--- src/rtl/alarm_relay_pkg.sv ---
package alarm_relay_pkg;
    localparam int BYTE_W = 8;
    localparam int CNT_W  = $clog2(BYTE_W + 1);

    typedef enum logic [2:0] {
        ST_IDLE,
        ST_ADDR,
        ST_ADDR_ACK,
        ST_WR_DATA,
        ST_WR_ACK,
        ST_RD_DATA,
        ST_RD_ACK
    } slv_state_t;
endpackage

--- src/rtl/alarm_bus_sync.sv ---
module alarm_bus_sync #(
    parameter int STAGES = 2
) (
    input  logic clk,
    input  logic rst_n,
    input  logic scl_in,
    input  logic sda_in,
    output logic scl_s,
    output logic sda_s,
    output logic scl_rise,
    output logic scl_fall,
    output logic bus_start,
    output logic bus_stop
);
    logic [STAGES-1:0] scl_sh, sda_sh;
    logic scl_d, sda_d;

    always_ff @(posedge clk or negedge rst_n) begin
        if (!rst_n) begin
            scl_sh <= '1;
            sda_sh <= '1;
            scl_d  <= 1'b1;
            sda_d  <= 1'b1;
        end else begin
            scl_sh <= {scl_sh[STAGES-2:0], scl_in};
            sda_sh <= {sda_sh[STAGES-2:0], sda_in};
            scl_d  <= scl_sh[STAGES-1];
            sda_d  <= sda_sh[STAGES-1];
        end
    end

    always_comb begin
        scl_s     = scl_sh[STAGES-1];
        sda_s     = sda_sh[STAGES-1];
        scl_rise  = scl_s & ~scl_d;
        scl_fall  = ~scl_s & scl_d;
        bus_start = scl_s & scl_d & sda_d & ~sda_s;
        bus_stop  = scl_s & scl_d & ~sda_d & sda_s;
    end
endmodule

--- src/rtl/alarm_slave_fsm.sv ---
module alarm_slave_fsm
    import alarm_relay_pkg::*;
#(
    parameter logic [6:0] SLAVE_ADDR = 7'h20
) (
    input  logic              clk,
    input  logic              rst_n,
    input  logic              sda_s,
    input  logic              scl_rise,
    input  logic              scl_fall,
    input  logic              bus_start,
    input  logic              bus_stop,
    input  logic [BYTE_W-1:0] rd_byte,
    output logic              sda_pull,
    output logic              wr_stb,
    output logic [BYTE_W-1:0] wr_byte
);
    slv_state_t        state;
    logic [CNT_W-1:0]  bit_cnt;
    logic [BYTE_W-1:0] shreg;
    logic              rd_dir;
    logic              host_nack;

    always_ff @(posedge clk or negedge rst_n) begin
        if (!rst_n) begin
            state     <= ST_IDLE;
            bit_cnt   <= '0;
            shreg     <= '0;
            rd_dir    <= 1'b0;
            host_nack <= 1'b1;
        end else if (bus_start) begin
            state   <= ST_ADDR;
            bit_cnt <= '0;
        end else if (bus_stop) begin
            state <= ST_IDLE;
        end else begin
            unique case (state)
                ST_IDLE: ;
                ST_ADDR: begin
                    if (scl_rise) begin
                        shreg   <= {shreg[BYTE_W-2:0], sda_s};
                        bit_cnt <= bit_cnt + 1'b1;
                    end else if (scl_fall && bit_cnt == CNT_W'(BYTE_W)) begin
                        rd_dir <= shreg[0];
                        state  <= (shreg[BYTE_W-1:1] == SLAVE_ADDR) ? ST_ADDR_ACK : ST_IDLE;
                    end
                end
                ST_ADDR_ACK: begin
                    if (scl_fall) begin
                        bit_cnt <= '0;
                        if (rd_dir) begin
                            shreg <= rd_byte;
                            state <= ST_RD_DATA;
                        end else begin
                            state <= ST_WR_DATA;
                        end
                    end
                end
                ST_WR_DATA: begin
                    if (scl_rise) begin
                        shreg   <= {shreg[BYTE_W-2:0], sda_s};
                        bit_cnt <= bit_cnt + 1'b1;
                    end else if (scl_fall && bit_cnt == CNT_W'(BYTE_W)) begin
                        state <= ST_WR_ACK;
                    end
                end
                ST_WR_ACK: begin
                    if (scl_fall) begin
                        bit_cnt <= '0;
                        state   <= ST_WR_DATA;
                    end
                end
                ST_RD_DATA: begin
                    if (scl_fall) begin
                        if (bit_cnt == CNT_W'(BYTE_W - 1)) begin
                            state <= ST_RD_ACK;
                        end else begin
                            shreg   <= {shreg[BYTE_W-2:0], 1'b1};
                            bit_cnt <= bit_cnt + 1'b1;
                        end
                    end
                end
                ST_RD_ACK: begin
                    if (scl_rise) begin
                        host_nack <= sda_s;
                    end else if (scl_fall) begin
                        bit_cnt <= '0;
                        if (!host_nack) begin
                            shreg <= rd_byte;
                            state <= ST_RD_DATA;
                        end else begin
                            state <= ST_IDLE;
                        end
                    end
                end
                default: state <= ST_IDLE;
            endcase
        end
    end

    always_comb begin
        sda_pull = 1'b0;
        wr_stb   = 1'b0;
        wr_byte  = shreg;
        unique case (state)
            ST_ADDR_ACK, ST_WR_ACK: sda_pull = 1'b1;
            ST_RD_DATA:             sda_pull = ~shreg[BYTE_W-1];
            ST_WR_DATA:             wr_stb = scl_fall && (bit_cnt == CNT_W'(BYTE_W))
                                             && !bus_start && !bus_stop;
            default: ;
        endcase
    end
endmodule

--- src/rtl/alarm_port_reg.sv ---
module alarm_port_reg
    import alarm_relay_pkg::*;
#(
    parameter int CLR_SYNC = 2,
    parameter int N_LATCH  = 2,
    parameter int LATCH_LO = 2
) (
    input  logic              clk,
    input  logic              rst_n,
    input  logic              wr_stb,
    input  logic [BYTE_W-1:0] wr_byte,
    input  logic [N_LATCH-1:0] ext_clr,
    output logic              pwr_bit,
    output logic              crit_bit,
    output logic [N_LATCH-1:0] latch_on
);
    always_ff @(posedge clk or negedge rst_n) begin
        if (!rst_n) begin
            pwr_bit  <= 1'b1;
            crit_bit <= 1'b1;
        end else if (wr_stb) begin
            pwr_bit  <= wr_byte[0];
            crit_bit <= wr_byte[1];
        end
    end

    for (genvar k = 0; k < N_LATCH; k++) begin : g_latch
        logic [CLR_SYNC-1:0] clr_sh;
        logic                last_wr;
        logic                wbit;

        assign wbit = wr_byte[LATCH_LO + k];

        always_ff @(posedge clk or negedge rst_n) begin
            if (!rst_n) begin
                clr_sh      <= '0;
                last_wr     <= 1'b1;
                latch_on[k] <= 1'b0;
            end else begin
                clr_sh <= {clr_sh[CLR_SYNC-2:0], ext_clr[k]};
                if (wr_stb) last_wr <= wbit;
                if (clr_sh[CLR_SYNC-1])
                    latch_on[k] <= 1'b0;
                else if (wr_stb && wbit)
                    latch_on[k] <= 1'b0;
                else if (wr_stb && !wbit && last_wr)
                    latch_on[k] <= 1'b1;
            end
        end
    end
endmodule

--- src/rtl/alarm_relay_ctrl.sv ---
module alarm_relay_ctrl
    import alarm_relay_pkg::*;
#(
    parameter logic [6:0] SLAVE_ADDR = 7'h20,
    parameter int          SYNC_STAGES = 2
) (
    input  logic clk,
    input  logic rst_n,
    input  logic scl_in,
    input  logic sda_in,
    output logic sda_pull,
    input  logic fan_fail_n,
    input  logic major_clr,
    input  logic minor_clr,
    output logic power_alarm_n,
    output logic critical_alarm_n,
    output logic major_alarm_n,
    output logic minor_alarm_n
);
    logic scl_s, sda_s, scl_rise, scl_fall, bus_start, bus_stop;
    logic wr_stb;
    logic [BYTE_W-1:0] wr_byte, rd_byte;
    logic pwr_bit, crit_bit;
    logic [1:0] latch_on;

    alarm_bus_sync #(.STAGES(SYNC_STAGES)) sync_i (
        .clk(clk), .rst_n(rst_n), .scl_in(scl_in), .sda_in(sda_in),
        .scl_s(scl_s), .sda_s(sda_s), .scl_rise(scl_rise), .scl_fall(scl_fall),
        .bus_start(bus_start), .bus_stop(bus_stop)
    );

    alarm_slave_fsm #(.SLAVE_ADDR(SLAVE_ADDR)) fsm_i (
        .clk(clk), .rst_n(rst_n), .sda_s(sda_s), .scl_rise(scl_rise),
        .scl_fall(scl_fall), .bus_start(bus_start), .bus_stop(bus_stop),
        .rd_byte(rd_byte), .sda_pull(sda_pull), .wr_stb(wr_stb), .wr_byte(wr_byte)
    );

    alarm_port_reg #(.CLR_SYNC(SYNC_STAGES)) port_i (
        .clk(clk), .rst_n(rst_n), .wr_stb(wr_stb), .wr_byte(wr_byte),
        .ext_clr({minor_clr, major_clr}), .pwr_bit(pwr_bit),
        .crit_bit(crit_bit), .latch_on(latch_on)
    );

    always_comb begin
        power_alarm_n    = pwr_bit & fan_fail_n;
        critical_alarm_n = crit_bit;
        major_alarm_n    = ~latch_on[0];
        minor_alarm_n    = ~latch_on[1];
        rd_byte = {2'b11, minor_alarm_n, major_alarm_n,
                   minor_alarm_n, major_alarm_n, critical_alarm_n, power_alarm_n};
    end
endmodule

--- config.mk ---
export PLATFORM = sky130hd
export DESIGN_NAME = alarm_relay_ctrl
export DESIGN_NICKNAME = d
export VERILOG_FILES = /design/src/rtl/alarm_relay_pkg.sv /design/src/rtl/alarm_bus_sync.sv /design/src/rtl/alarm_slave_fsm.sv /design/src/rtl/alarm_port_reg.sv /design/src/rtl/alarm_relay_ctrl.sv
export SDC_FILE = /design/constraint.sdc
export NUM_CORES = 1
export LEC_CHECK = 0
export BUFFER_PORTS_ARGS = -buffer_cell sky130_fd_sc_hd__buf_2
export CORE_UTILIZATION = 30
export CTS_CLUSTER_SIZE = 24
export DETAILED_ROUTE_END_ITERATION = 12
export PLACE_DENSITY_LB_ADDON = 0.25
export SYNTH_ARGS = -nofsm -noshare
export SYNTH_HDL_FRONTEND = slang
export SYNTH_SLANG_ARGS = --single-unit
--- constraint.sdc ---
create_clock -name clk -period 2.85 [get_ports clk]
set_clock_uncertainty 0.15 [all_clocks]
set_input_delay 0.57 -clock clk [delete_from_list [all_inputs] [get_ports clk]]
set_output_delay 0.57 -clock clk [all_outputs]
set_load 0.005 [all_outputs]
==> results.yml <==
outcome:
  outcome: "finished, final reports clean"
timing:
  setup_viol: 0
  hold_viol: 0
  tightest_slew_ns: 0.727
  fin_crit_sh_pct: 78.4
  max_freq_mhz: 448
  maxSlewViolCount: 0
  relSlewSlack_pct: 51.5
  rsz0062_at_grt: "no"
  finalSetupTns_ns: 0
  fin_crit_ns: 2.23
final_layout:
  finalNetCount: 180
  area.growth.synth_to_final_pct: 11.1
  final_util_pct: 34.4
  antenna_cells: 0
  seq_area_um2: 840
  fill_cells: 556
  multi_input_area_um2: 797
  layout-drive-gt1-share_pct: 28.5
route:
  vias: 1208
  drtIter0Drc: 133
  post-route-drc-count: 0
  drt_pass1_iterations: 6
  drt_wl_total_um: 3370
  vias_per_cell: 4.95
  drtAntennaViolNets: 0
  routedWlPerCell_um: 13.8
grt:
  grt-ovfl-total: 0
  track_usage_pct: 11.9
  grt_max_degree: 34
  grt_antenna_before_repair: 0
  first_global_vias: 1167
  grt_pass1_wl_um: 5660
power:
  switching_share_pct: 37.0
  p_leak_uw: 0.000780
  cellPowerDensity_mw_per_mm2: 822
  power.internal_uw: 980
  pwr-share-seq_pct: 47.7
  peakVddDrop_mv: 0.364
  p_switching_uw: 577
  clock_power_share_pct: 21.6
  comb_power_share_pct: 30.7
run:
  maxCapViolations: 0
setup_path:
  crit_arrival_ns: 1.51
  critPathCaptureType: "output pin"
  path_cells: "or2_2, mux2i_1, buf_2"
  critPathRequiredTime_ns: 2.13
  path_class: "reg -> out"
  cp-start-kind: "register"
  cp_max_fo: 18
  rrSetupSlack_ns: 0.67
  cp_slowest_cell: "dfrtp_1"
  crit_path_max_incr_delay_ns: 0.56
yosys:
  ys_warn_count: 0
  avgSynthCellArea_um2: 10.6
  ys_ff_latch: 33
  synth_cells: 161
  async_reset_ff_share_pct: 100
  ys_types: 47
  synth_edf_count: 0
  yosysSeqAreaShare_pct: 49.2
  syn_area_mm2: 0.00171
  syn_nets: 170
  ys.flop_type: "dfrtp_1"
placement:
  numPortBuffers: 11
  gp_congestion: 0.788
  dpl.hpwl_um: 2290
clock_tree:
  clock_latency_ns: 0.28
  post_cts_buffers: 0
  cts_max_level: 2
  cts-root-buf: "clkbuf_8"
  cts_sinks: 33
  clockBufferDepth: 2
  clk_pin_slew_ns: 0.07
  cts_inserted_buffers: 5
  cts_tree: "done"
  cts-hold-fix-buffers: 0
  post_cts_resized: 0
floorplanning:
  die_w_um: 77.4
  core_mm2: 0.00551
  rows: 27
  dieArea_mm2: 0.00599
  ioPinCount: 12
  start_util_pct: 31.0
  die_h_um: 77.4
hold_path:
  hold_class: "in -> async"
-- metrics by stage --
stage / power [uW] / setup slack [ns] / cells / cell area, um2 / hold WS [ns]
2_1_floorplan: 1110 / 0.894 / 161 / 1710 / 0.124
3_3_place_gp: 1210 / 0.786 / 236 / 1810 / 0.190
3_5_place_dp: 1230 / 0.721 / 236 / 1810 / 0.189
4_1_cts: 1570 / 0.591 / 244 / 1890 / 0.209
5_1_grt: 1670 / 0.479 / 244 / 1890 / 0.214
6_report: 1560 / 0.616 / 244 / 1890 / 0.193
-- kinds of logic after synthesis --
logic type / count (synthesis) / share of synthesized area, %
AOI/OAI and AO/OA: 38 / 14.6
xor gates and xnor gates: 1 / 0.514
adders and majority gates: 2 / 1.47
buffers and inverters: 16 / 4.04
DFF: 33 / 49.2
muxes: 16 / 10.3
and+or+nand+nor: 55 / 19.8
-- flip-flops by register name, summed over array words and instances (netlist names) --
name                    count
sync_i.scl_sh               2
sync_i.sda_sh               2
port_i.g_latch.last_wr      2
fsm_i.wr_byte               8
fsm_i.host_nack             1
fsm_i.state                 3
port_i.latch_on             2
sync_i.sda_d                1
port_i.crit_bit             1
port_i.g_latch.clr_sh       4
fsm_i.rd_dir                1
sync_i.scl_d                1
port_i.pwr_bit              1
fsm_i.bit_cnt               4
-- worst max-delay path, delay by kind of cell, from the launching register on --
| family | cells | cell delay (ns) |
|---|---|---|
| buffers and inverters | 1 | 0.14 |
| flip-flops | 1 | 0.56 |
| AND/OR/NAND/NOR | 1 | 0.38 |
| multiplexers | 1 | 0.16 |
-- power groups by stage --
stage | Clock, uW | Sequential (uW) | Combinational [uW]
2_1_floorplan | 0 | 645 | 466
3_3_place_gp | 0 | 740 | 468
3_5_place_dp | 0 | 746 | 481
4_1_cts | 353 | 739 | 483
5_1_grt | 375 | 766 | 534
6_report | 336 | 742 | 479
-- layout by cell type (no fill, tap or decap), types with 3 or more instances in the layout --
cell type,Yosys,layout
nand3b_1,3,3
nand3_1,4,4
dfrtp_1,22,22
buf_2,4,11
o21ai_0,5,5
nand2_1,10,10
dfstp_2,11,11
nor2_1,11,11
nor2b_1,3,3
a21oi_1,13,13
clkbuf_8,0,5
inv_1,8,8
o22ai_1,4,4
mux2i_1,3,3
nand2b_1,3,3
or2_2,3,3
mux2_2,13,13
-- layer usage --
| layer | track usage [%] | vias to the layer above | wire length [um] |
|---|---|---|---|
| met2 | 18.8 | 18 | 1600 |
| met4 | 3.40 | 0 | 6 |
| met3 | 3.06 | 2 | 105 |
| met1 | 15.9 | 583 | 1660 |
| li1 | - | 605 | - |
| met5 | 0 | - | 0 |
-- cell usage after synthesis, drive strengths merged (2+ instances only) --
cell / count / area share (%)
ha: 2 / 1.5
o22ai: 4 / 1.5
a211oi: 2 / 0.88
dfrtp: 22 / 32
mux2: 13 / 8.6
nand3: 5 / 1.8
dfstp: 11 / 17
o21a: 2 / 0.88
nand2: 10 / 2.2
inv: 8 / 1.8
nand2b: 3 / 1.1
or2: 3 / 1.1
nand4b: 2 / 1.4
nand3b: 3 / 1.3
and3: 2 / 0.73
a21oi: 13 / 3.8
nor3: 2 / 0.59
clkbuf: 3 / 0.66
nor4b: 3 / 2.4
o21ai: 5 / 1.5
nor3b: 2 / 0.88
buf: 5 / 1.6
mux2i: 3 / 1.8
nor2: 11 / 2.4
nand4: 2 / 0.73
nor2b: 3 / 1.1
-- path summary, 6_finish.rpt --
kind / start / end / cells after the start
worst min register to register: sync_i.sda_sh[0]$_DFF_PN1_ / sync_i.sda_sh[1]$_DFF_PN1_ / 0
worst max-delay path: fsm_i.state[2]$_DFFE_PN0P_ / sda_pull / 3
min in group clk: sync_i.sda_sh[0]$_DFF_PN1_ / sync_i.sda_sh[1]$_DFF_PN1_ / 0
worst max register to register: sync_i.scl_d$_DFF_PN1_ / fsm_i.wr_byte[2]$_DFFE_PN0P_ / 4
max in group asynchronous: rst_n / port_i.g_latch[0].clr_sh[1]$_DFF_PN0_ / 1
worst min-delay path: rst_n / fsm_i.bit_cnt[3]$_DFFE_PN0P_ / 1
-- cell type report --
type                            count  share of cell area, %
Inverter                            8                   1.59
Tap cell                           72                   4.76
Clock buffer                        6                   3.83
Sequential cell                    33                   44.3
Timing Repair Buffer               11                   2.91
Multi-Input combinational cell    112                   42.1
Clock inverter                      2                  0.528
No activity file was read; power rests on OpenSTA's default activity.
